**src/rtl/seg_drv_pkg.sv**
```systemverilog
package seg_drv_pkg;
  localparam int SD_SYNC_DEPTH = 2;

  typedef struct packed {
    logic sclk;
    logic sdata;
    logic load_n;
    logic pol;
  } sd_ctl_t;

  localparam int SD_CTL_W = $bits(sd_ctl_t);

  // Synchronizer reset image: load held off, polarity non-inverting
  localparam sd_ctl_t SD_CTL_RST = '{sclk: 1'b0, sdata: 1'b0, load_n: 1'b1, pol: 1'b1};
endpackage

```
**src/rtl/sdrv_sync.sv**
```systemverilog
module sdrv_sync #(
  parameter int W = 4,
  parameter int DEPTH = 2,
  parameter logic [W-1:0] RST_VAL = '0
) (
  input  logic         clk,
  input  logic         rst,
  input  logic [W-1:0] d,
  output logic [W-1:0] q
);
  logic [W-1:0] stage_q [DEPTH];

  always_ff @(posedge clk) begin
    if (rst) begin
      for (int i = 0; i < DEPTH; i++) stage_q[i] <= RST_VAL;
    end else begin
      stage_q[0] <= d;
      for (int i = 1; i < DEPTH; i++) stage_q[i] <= stage_q[i-1];
    end
  end

  assign q = stage_q[DEPTH-1];
endmodule

```
**src/rtl/sdrv_shift.sv**
```systemverilog
module sdrv_shift #(
  parameter int N = 16
) (
  input  logic         clk,
  input  logic         rst,
  input  logic         sclk_s,
  input  logic         sdata_s,
  output logic [N-1:0] stages,
  output logic         casc
);
  logic sclk_d;
  logic rise, fall;

  assign rise = sclk_s & ~sclk_d;
  assign fall = ~sclk_s & sclk_d;

  always_ff @(posedge clk) begin
    if (rst) begin
      sclk_d <= 1'b0;
      stages <= '0;
      casc   <= 1'b0;
    end else begin
      sclk_d <= sclk_s;
      if (rise) stages <= {stages[N-2:0], sdata_s};
      if (fall) casc <= stages[N-1];
    end
  end


  shift_entry_chk: assert property (@(posedge clk) disable iff (rst)
    rise |=> stages[0] == $past(sdata_s));


  shift_idle_chk: assert property (@(posedge clk) disable iff (rst)
    !rise |=> $stable(stages));


  casc_hold_chk: assert property (@(posedge clk) disable iff (rst)
    !fall |=> $stable(casc));


  casc_sample_chk: assert property (@(posedge clk) disable iff (rst)
    fall |=> casc == $past(stages[N-1]));
endmodule

```
**src/rtl/sdrv_latch.sv**
```systemverilog
module sdrv_latch #(
  parameter int N = 16
) (
  input  logic         clk,
  input  logic         rst,
  input  logic         load_n_s,
  input  logic         pol_s,
  input  logic [N-1:0] stages,
  output logic [N-1:0] seg,
  output logic         bp
);
  logic [N-1:0] latch_q;

  always_ff @(posedge clk) begin
    if (rst) begin
      latch_q <= '0;
      seg     <= '0;
      bp      <= 1'b0;
    end else begin
      if (!load_n_s) latch_q <= stages;
      seg <= pol_s ? latch_q : ~latch_q;
      bp  <= ~pol_s;
    end
  end


  latch_freeze_chk: assert property (@(posedge clk) disable iff (rst)
    load_n_s |=> $stable(latch_q));


  latch_follow_chk: assert property (@(posedge clk) disable iff (rst)
    !load_n_s |=> latch_q == $past(stages));


  pol_pass_chk: assert property (@(posedge clk) disable iff (rst)
    pol_s |=> (seg == $past(latch_q)) && !bp);


  pol_invert_chk: assert property (@(posedge clk) disable iff (rst)
    !pol_s |=> (seg == ~$past(latch_q)) && bp);
endmodule

```
**src/rtl/seg_drv_top.sv**
```systemverilog
module seg_drv_top
  import seg_drv_pkg::*;
#(
  parameter int NSEG = 16
) (
  input  logic            clk,
  input  logic            rst,
  input  logic            sclk_in,
  input  logic            sdata_in,
  input  logic            load_n_in,
  input  logic            pol_in,
  output logic [NSEG-1:0] seg_out,
  output logic            bp_out,
  output logic            casc_out
);
  sd_ctl_t ctl_raw, ctl_s;
  logic [NSEG-1:0] stages;

  assign ctl_raw = '{sclk: sclk_in, sdata: sdata_in, load_n: load_n_in, pol: pol_in};

  sdrv_sync #(
    .W(SD_CTL_W),
    .DEPTH(SD_SYNC_DEPTH),
    .RST_VAL(SD_CTL_RST)
  ) u_sync (
    .clk(clk),
    .rst(rst),
    .d(ctl_raw),
    .q(ctl_s)
  );

  sdrv_shift #(.N(NSEG)) u_shift (
    .clk(clk),
    .rst(rst),
    .sclk_s(ctl_s.sclk),
    .sdata_s(ctl_s.sdata),
    .stages(stages),
    .casc(casc_out)
  );

  sdrv_latch #(.N(NSEG)) u_latch (
    .clk(clk),
    .rst(rst),
    .load_n_s(ctl_s.load_n),
    .pol_s(ctl_s.pol),
    .stages(stages),
    .seg(seg_out),
    .bp(bp_out)
  );


  reset_quiet_chk: assert property (@(posedge clk)
    $past(rst) |-> (seg_out == '0) && !bp_out && !casc_out);
endmodule

```
**config.mk**
```make
export PLATFORM = sky130hd
export DESIGN_NAME = seg_drv_top
export DESIGN_NICKNAME = d
export VERILOG_FILES = /design/src/rtl/seg_drv_pkg.sv /design/src/rtl/sdrv_sync.sv /design/src/rtl/sdrv_shift.sv /design/src/rtl/sdrv_latch.sv /design/src/rtl/seg_drv_top.sv
export SDC_FILE = /design/constraint.sdc
export NUM_CORES = 1
export LEC_CHECK = 0
export BUFFER_PORTS_ARGS = -buffer_cell sky130_fd_sc_hd__buf_2
export CAP_MARGIN = 20
export CORE_MARGIN = 5
export CORE_UTILIZATION = 60
export CTS_CLUSTER_DIAMETER = 100
export DETAILED_ROUTE_END_ITERATION = 12
export HOLD_SLACK_MARGIN = 0.08
export PLACE_DENSITY = 0.82
export SYNTH_ARGS = -nofsm -noshare
export SYNTH_HDL_FRONTEND = slang
export SYNTH_SLANG_ARGS = --single-unit
```
**constraint.sdc**
```tcl
create_clock -name clk -period 2.3 [get_ports clk]
set_input_delay 0.115 -clock clk [delete_from_list [all_inputs] [get_ports clk]]
set_output_delay 0.115 -clock clk [all_outputs]
set_load 0.05 [all_outputs]
```
After elaboration in Yosys (flattened, before gate mapping). Memory sizes are Yosys's and may differ from the RTL's. Index checks and enable logic that the tools add are counted.

Input bits: 6. Bits in registers: 51. Memory bits (writable): 8. Memories: 1. Word-level logic and storage cells: 21. Output and inout port bits: 18.

Memory list: u_sync.stage_q (depth 2, width 4, rd ports 2, clocked after Yosys merged registers in 0, wr ports 2, RTL line sdrv_sync.sv:11) `logic [W-1:0] stage_q [DEPTH];`.

Muxes and demuxes: 6. Bitwise gates (word level): 8.

Operator list (number): $mux W16 (1); $not A16 Y16 (1); $mux W4 (2); $mux W1 (3); $not A1 Y1 (3); $and A1 B1 Y1 (2); $or A1 B1 Y1 (2).

Logic depth before layout (Yosys ltp). Gate-level depths: netlist (run 1).

Depth after elaboration: 3. Gate-level depth with buffers: 4. Mapped depth without buffers: 2.

By module. Synthesis (run 1) repeated with hierarchy kept, for this count alone.

Cell total of the unflattened synthesis: 187. Area, all modules: 2117.0 µm².

Modules (own cells, without submodules): sdrv_latch (instances 1, cells an instance 106, area an instance 1157.4 µm²); sdrv_shift (instances 1, cells an instance 61, area an instance 719.4 µm²); sdrv_sync (instances 1, cells an instance 20, area an instance 240.2 µm²).

Worst setup path before layout (run 1). OpenSTA, ideal clock, no wires.

Path type: register to register. From: mem u_sync.stage_q[1][3], in the netlist u_sync.stage_q[0][7]. To: reg u_shift.stages[10]. Library setup time: 72 ps. Data required time: 2228 ps. Path slack: 1341 ps. Data arrival time: 888 ps. Stages on the path, launching flop included: 5. Period minus slack after synthesis: 959 ps. Cell sequence: dfxtp_1 -> nor2b_4 -> buf_6 -> buf_12 -> mux2i_1.

RTL lines: from (decl) (RTL line sdrv_sync.sv:11); to (signal assigned) (RTL line sdrv_shift.sv:24) `if (rise) stages <= {stages[N-2:0], sdata_s};`; to (decl) (RTL line sdrv_shift.sv:8) `output logic [N-1:0] stages,`.

==> impl_results.md, run 1 <==
* Status: completed
* Crit start category: flip-flop
* Post-DP HPWL at 2.27 mm
* Part of the cycle the worst path needs at 55.7%
* Area of the die at 4700 um2
* Worst hold path class: input pin to flip-flop
* Initial antenna violation count at 0
* Crit-path cells: buf_4, mux2i_1, nor2_1
* Required @ worst endpoint at between 2 and 3 ns
* Hold path cells at 2
* Number of global-route vias before repair at ~1300
* Met3 GRT Util at under 10%
* Routed vias/inst at around 4.9
* Reg-to-Reg Start: u_sync.stage_q[0][5]
* Maximum vdd drop at slightly above 0.5 mV
* TritonCTS clock tree: built
* I/O pin cnt at 24
* Die Y-Extent at 68.6 um
* Fraction of layout cells with a size suffix above 1 at 21.3%
* Post-detailed-route count of antenna-violating nets at 0
* Buffer depth of the longest clock path at 2
* Flip-flop and latch count after synthesis at 59
* Count of non-filler cells in the finished layout at 262
* Most frequent standard cell in the layout excluding fill and tap cells: dfxtp_1
* Post-route DRC at 0
* Sequential fraction of design power at 50.0%
* Endpoint of the worst hold path: u_latch.latch_q[12]
* Initial Utilization at 61.7%
* Max-slew headroom at 45.7%
* Sort of element at the end of the critical path: flip-flop
* Routed wire length per instance at 13.4 um
* Slew Viols, Final at 0
* Top fanout value on the critical path at 10
* Crit-path max cell delay at 0.55 ns
* Worst path top cell family by delay: flip-flops
* Layout net count at around 220
* Synth Warn # at 0
* WHS at between 0.3 and 0.4 ns
* Final worst setup slack at 1.02 ns
* Buffer and inverter count on the worst path at 1
* DP Worst Slack at ~1.0 ns
* Power Density at 875 nW/um2
* Worst reg2reg path depth at 3
* Post-CTS setup buffers at 0
* Grt peak-use layer: met2
* Least-Margin Pin Slew at 0.814 ns
* Area of the placeable core at 3340 um2
* Number of design-rule violations left by the first detailed-router iteration at 64
* Instance count of the mapped netlist at between 150 and 200
* Pin count of the biggest net entering global routing at 56
* Worst clock skew at approximately 0.015 ns
* Global-route wire length before repair at 5.80 mm
* Clock Latency Late Sink at between 0.3 and 0.4 ns
* Nets in the synthesized netlist at 188
* Total of max-cap violations at 0
* Sequential fraction of the synthesis area at between 50% and 60%
* Grt total ovfl at 0
* Clock transition time at the flip-flop clock pins of the worst setup and hold paths at 0.10 ns
* Data arrival time at the worst-slack endpoint at 1.52 ns
* RR Endpoint: u_latch.latch_q[7]
* Placed Cells at 242
* Clock Sink Count at 59
* Number of diodes added for antenna fixing at 0
* Met1 Track Usage GR at 17.1%
* Final routed wirelength across all metal layers at 3.52 mm
* Post-Syn Area at 2060 um2
* Die Wd at 68.6 um
* Clock network fraction of design power at around 45%
* P&R area growth vs syn at 15.9%
* Final Wtd Congestion at between 0.7 and 0.8
* Fmax achieved at 0.781 GHz
* Fraction of the core area covered by cells at the end of the flow at 71.5%
* Net load switching power at 434 uW
* Flop2flop setup slack at 1.02 ns
* Total leakage power at ~0.0011 uW
* 1st-pass router iterations at 4
* Root Buffer: clkbuf_4
* CP max stage cell: dfxtp_1
* Resize count post-CTS at 0
* Final hold violation count at 0
* Cts-stage hold buffer count at 4
* Total CTS buffers at 9
* Setup Crit Path Kind: flip-flop to flip-flop
* Switching portion of total power at about a fifth
* Internal power at 1650 uW
* Total via count after detailed routing at 1271
* Most frequent cells in the layout: 59 x dfxtp_1, 33 x nor2_1, 32 x mux2i_1
* Port Buf Inserts at 23
* # H-tree levels at 3
* Min-delay src: rst
* Mean cell area of the mapped netlist at 11.3 um2
* Number of endpoints failing setup at the final stage at 0
* Global-route met2 utilization at 30.5%
* Unique masters post-synth at 15
* Setup TNS at 0 ns
* Number of cell rows at 21
* Setup repair after global routing missed its margin: false
* Logic pwr share at under 10%
* Global Route Usage Sum at 17.4%
* Final Critical Period at 1.28 ns
-- synthesized netlist by cell type --
| cell | count | area [um2] |
|---|---|---|
| mux2i_1 | 32 | 320 |
| dfxtp_1 | 59 | 1180 |
| nand4bb_1 | 1 | 11.3 |
| nor2b_1 | 5 | 31.3 |
| clkbuf_1 | 1 | 3.75 |
| buf_2 | 5 | 25.0 |
| buf_4 | 3 | 22.5 |
| buf_6 | 2 | 22.5 |
| xor2_1 | 16 | 140 |
| nor2b_4 | 1 | 13.8 |
| nor2_1 | 33 | 124 |
| buf_12 | 1 | 20.0 |
| nand2b_1 | 18 | 113 |
| o21ai_1 | 1 | 5.00 |
| or2_2 | 4 | 25.0 |
-- cell type report --
class / count / area, um2
fillers: 240 / 952
repair buffers: 30 / 178
well taps: 46 / 57.6
clock inverters: 5 / 100
multi-input cells: 111 / 783
flip-flops and latches: 59 / 1180
clock buffers: 11 / 85.1
-- metrics by stage --
stage | cell area (um2) | power [uW]
final | 2380 | 2090
after global routing | 2380 | 2160
after CTS | 2380 | 2100
after detailed placement | 2160 | 1170
after global placement | 2160 | 1160
after floorplan | 2060 | 1150
-- registers in the layout, summed over array words and instances (netlist names) --
signal           count
u_shift.stages      16
u_shift.casc         1
u_shift.sclk_d       1
u_sync.stage_q       8
u_latch.bp           1
u_latch.seg         16
u_latch.latch_q     16
-- layer usage --
| metal | share of wire (%) | routed length (um) | up-vias |
|---|---|---|---|
| met1 | 41 | 1440 | 593 |
| li1 | - | - | 636 |
| met4 | 3.4 | 120 | 0 |
| met2 | 51 | 1800 | 31 |
| met5 | 0 | 0 | - |
| met3 | 4.6 | 163 | 11 |
-- power by group through the flow --
stage,Combinational [uW],Clock (uW),Sequential (uW)
finish,103,939,1040
floorplan,60.1,0,1090
detailed placement,97.6,0,1070
global placement,96.4,0,1070
global route,111,1000,1050
CTS,104,954,1040
-- worst reg2reg max path, cell delays in order (launching register included) --
cell and delay [ns]:
dfxtp_1 0.55, buf_4 0.30, mux2i_1 0.25, nor2_1 0.06
-- cells by family after synthesis --
| group | share of synthesized area, % |
|---|---|
| buffers and inverters | 4.56 |
| DFF | 57.4 |
| and+or+nand+nor | 15.4 |
| xor gates and xnor gates | 6.81 |
| muxes | 15.6 |
| AOI/OAI and AO/OA | 0.243 |
-- worst max path at each step --
| stage | start | end | slack (ns) | cells after the start |
|---|---|---|---|---|
| finish | u_sync.stage_q[0][5] | u_latch.latch_q[7] | 1.02 | 3 |
| global route | u_sync.stage_q[0][5] | u_latch.latch_q[7] | 0.90 | 3 |
| CTS | u_sync.stage_q[0][5] | u_latch.latch_q[7] | 1.00 | 3 |
| detailed placement | u_sync.stage_q[0][5] | u_latch.latch_q[14] | 1.04 | 3 |
| global placement | u_sync.stage_q[0][5] | u_latch.latch_q[6] | 1.09 | 3 |
| floorplan | u_sync.stage_q[0][7] | u_shift.stages[10] | 1.34 | 4 |
Power figures use the tool's default switching activity.
==> run 2: changes to the inputs <==
- ABC_AREA: unset -> 1
- CORE_UTILIZATION: 60 -> 56
- PLACE_DENSITY: 0.82 -> 0.77
- clock period: 2.3 -> 1.25 ns (I/O delays scaled with it)
==> run 2 against run 1 <==
Core utilization is 3.5 points lower. Critical path type is now input pin to flip-flop. Power is 83% higher. Sequential share of layout area is 2.0 points lower. Sequential cell count stayed put. Largest power group unchanged. First-iteration DRC count is 25% higher. Area after synthesis is 2.9% higher. Register-to-register slack worse by 0.74 ns. Worst hold slack better by 0.088 ns. Clock power is 51% higher. Wire length is 1.3% lower. Clock skew is 0.0084 ns lower. Global-route usage is 1.6 points lower.
==> impl_results.md, run 2 <==
* WHS at 0.400 ns
* Maximum vdd drop at 0.807 mV
* Synthesized-area fraction occupied by adder cells at 0%
* Number of endpoints failing setup at the final stage at 0
* Required @ worst endpoint at 1.52 ns
* Most frequent cells in the layout: 65 x nor2_1, 59 x dfxtp_1, 31 x nand2_1
* Die Wd at 71.5 um
* Leading post-synthesis cells by instance count: 66 x nor2_1, 59 x dfxtp_1, 31 x nand2_1
* Layout net count at 305
* Port Buf Inserts at 23
* Total of max-cap violations at 0
* Crit-path cells: dlygate4sd3_1, clkbuf_4, nor2_2, dlygate4sd3_1
* Most frequent standard cell in the layout excluding fill and tap cells: nor2_1
* Area of combinational cells with multiple inputs at 722 um2
* Total CTS buffers at 9
* Worst clock skew at 0.00623 ns
* Total leakage power at approximately 0.0011 uW
* Final hold violation count at 0
* Clock Latency Late Sink at 0.33 ns
* Setup TNS at 0 ns
* CP max stage cell: dlygate4sd3_1
* Initial antenna violation count at 0
* Regs by FF count: u_latch.latch_q: 16 flops, u_latch.seg: 16 flops, u_shift.stages: 16 flops
* Sort of element at the end of the critical path: flip-flop
* Number of cell rows at 22
* Flip-flop and latch count after synthesis at 59
* Power Density at 1540 nW/um2
* Number of design-rule violations left by the first detailed-router iteration at 80
* Logic pwr share at 10.2%
* Post-CTS setup buffers at 0
* Pin count of the biggest net entering global routing at 22
* Xor and xnor area share after synthesis at 3.72%
* Fraction of the mapped netlist area in compound gates at 7.33%
* Fraction of synthesized cell area taken by the top area cell type at 55.8%
* TritonCTS clock tree: built
* Status: completed
* Sequential fraction of design power at between 50 and 60%
* 1st-pass router iterations at 5
* Initial Utilization at between 50% and 60%
* Slew Viols, Final at 0
* Number of enable-type register cells in the synthesized netlist at 0
* Final Wtd Congestion at ~0.74
* Most frequent cell after synthesis: nor2_1
* Die Y-Extent at ~71 um
* P&R area growth vs syn at 17.5%
* Internal power at 2860 uW
* Post-synthesis async set-or-reset flop share at 0%
* Sequential fraction of the synthesis area at a little under three fifths
* Crit start category: input pin
* Number of global-route vias before repair at between 1000 and 1500
* Setup repair after global routing missed its margin: false
* Data arrival time at the worst-slack endpoint at 1.47 ns
* Sequential cell area at between 1000 and 1500 um2
* Top fanout value on the critical path at 9
* Final Critical Period at around 1.2 ns
* Dominant combinational cell family by area after synthesis: simple AND/OR/NAND/NOR gates
* Post-detailed-route count of antenna-violating nets at 0
* Area contributors post-synth: dfxtp_1 56%, nor2_1 12%, nand2_1 5.5%
* Area of the placeable core at 3660 um2
* Number of filler instances in the final layout at a little over 300
* Most common cell on crit path: dlygate4sd3_1
* Switching portion of total power at 25.3%
* Global Route Usage Sum at 15.8%
* Root Buffer: clkbuf_8
* Instance count of the mapped netlist at ~270
* Multiplexer area fraction after synthesis at 0%
* Max-slew headroom at 74.7%
* Fraction of layout cells with a size suffix above 1 at 17.2%
* Post-DP HPWL at 2.33 mm
* Clock Sink Count at 59
* I/O pin cnt at 24
* Setup Crit Path Kind: input pin to flip-flop
* Clock transition time at the flip-flop clock pins of the worst setup and hold paths at 0.06 ns
* Worst path top cell family by delay: buffers and inverters
* Nets in the synthesized netlist at 271
* Buffer and inverter count on the worst path at 3
* Routed vias/inst at about 4.6
* Post-route DRC at 0
* Routed wire length per instance at between 9 and 10 um
* Net load switching power at 968 uW
* Total via count after detailed routing at 1611
* Part of the cycle the worst path needs at 96.0%
* Number of diodes added for antenna fixing at 0
* Fmax achieved at between 0.8 and 0.9 GHz
* Mean cell area of the mapped netlist at 7.99 um2
* Simple-Gate Fraction of Synth Area at a little under a quarter
* Clock network fraction of design power at 37.1%
* Global-route wire length before repair at 6.16 mm
* Most instantiated flip-flop cell in the synthesis netlist: dfxtp_1
* Worst hold path class: flip-flop to flip-flop
* Buffer depth of the longest clock path at 2
* Grt total ovfl at 0
* Unique masters post-synth at 16
* # H-tree levels at 3
* Post-Syn Area at 2120 um2
* Least-Margin Pin Slew at 0.378 ns
* Flop2flop setup slack at 0.28 ns
* Synth Warn # at 0
* Area of the die at 5110 um2
* Final routed wirelength across all metal layers at 3.48 mm
* Crit-path max cell delay at 0.55 ns
* Leading area contributor after synthesis: dfxtp_1
* Fraction of the core area covered by cells at the end of the flow at 67.9%
==> run 2: changes by cell type in the layout (fill, tap and decap cells not counted), moves of 7 or more <==
cell / before / now
a21oi_1: 0 / 15
mux2i_1: 32 / 0
nor2_1: 33 / 65
o21ai_0: 0 / 16
nand2_1: 0 / 31
clkbuf_8: 1 / 10
nand3_1: 0 / 17
clkbuf_4: 9 / 1
nand2b_1: 18 / 0
inv_1: 0 / 29
xor2_1: 16 / 9
==> run 2: worst min-delay path, cell delays in order, from the launching register on <==
cell	delay, ns
dfxtp_1	0.29
inv_1	0.04
nor2_1	0.03
==> run 2: kinds of logic (layout without fill, tap and decap cells) <==
group,count (synthesis),in the layout
flops,59,59
compound gates,31,31
simple gates,119,119
buf+inv,47,85
xor+xnor,9,9
==> run 2: layer usage <==
metal | vias to the layer above | wire length [um] | GRT usage [%] | share of wire [%]
li1 | 874 | - | - | -
met3 | 13 | 246 | 6.87 | 7.1
met2 | 36 | 1500 | 24.3 | 43
met1 | 688 | 1630 | 18.2 | 47
met5 | - | 0 | 0 | 0
met4 | 0 | 101 | 8.98 | 2.9
==> run 2: timing repair <==
| action | in CTS | in global routing |
|---|---|---|
| hold endpoints to repair | 7 | 0 |
| resized for setup | 0 | 2 |
| hold buffers | 7 | 0 |
| endpoints found under the setup margin | 0 | 1 |
==> run 2: worst paths after layout <==
check,cells after the start,to,from
worst max-delay path,4,u_sync.stage_q[0][2],rst
worst min-delay path,2,u_sync.stage_q[0][7],u_sync.stage_q[0][3]
worst max register to register,3,u_latch.latch_q[0],u_sync.stage_q[0][5]
worst min register to register,2,u_sync.stage_q[0][7],u_sync.stage_q[0][3]
==> run 2: per-stage QoR <==
stage	instances	cell area, um2	setup slack [ns]	power [uW]
2_1_floorplan	265	2120	0.329	2360
3_3_place_gp	329	2250	0.319	2420
3_5_place_dp	329	2250	0.282	2430
4_1_cts	351	2480	0.0535	3860
5_1_grt	351	2490	0.00897	4030
6_report	351	2490	0.0506	3830
==> run 2: final cells by class <==
type                            count  area share [%]
Tap cell                           48            2.41
Inverter                           33            4.98
Timing Repair Buffer               37            9.66
Multi-Input combinational cell    159            29.0
Clock inverter                      3           0.604
Clock buffer                       12            5.83
Sequential cell                    59            47.5
==> run 2: power by group through the flow <==
stage	combinational (uW)	sequential, uW	clock, uW
after floorplan	206	2150	0
after global placement	367	2060	0
after detailed placement	374	2060	0
after CTS	391	2020	1450
after global routing	438	2030	1570
final	390	2020	1420
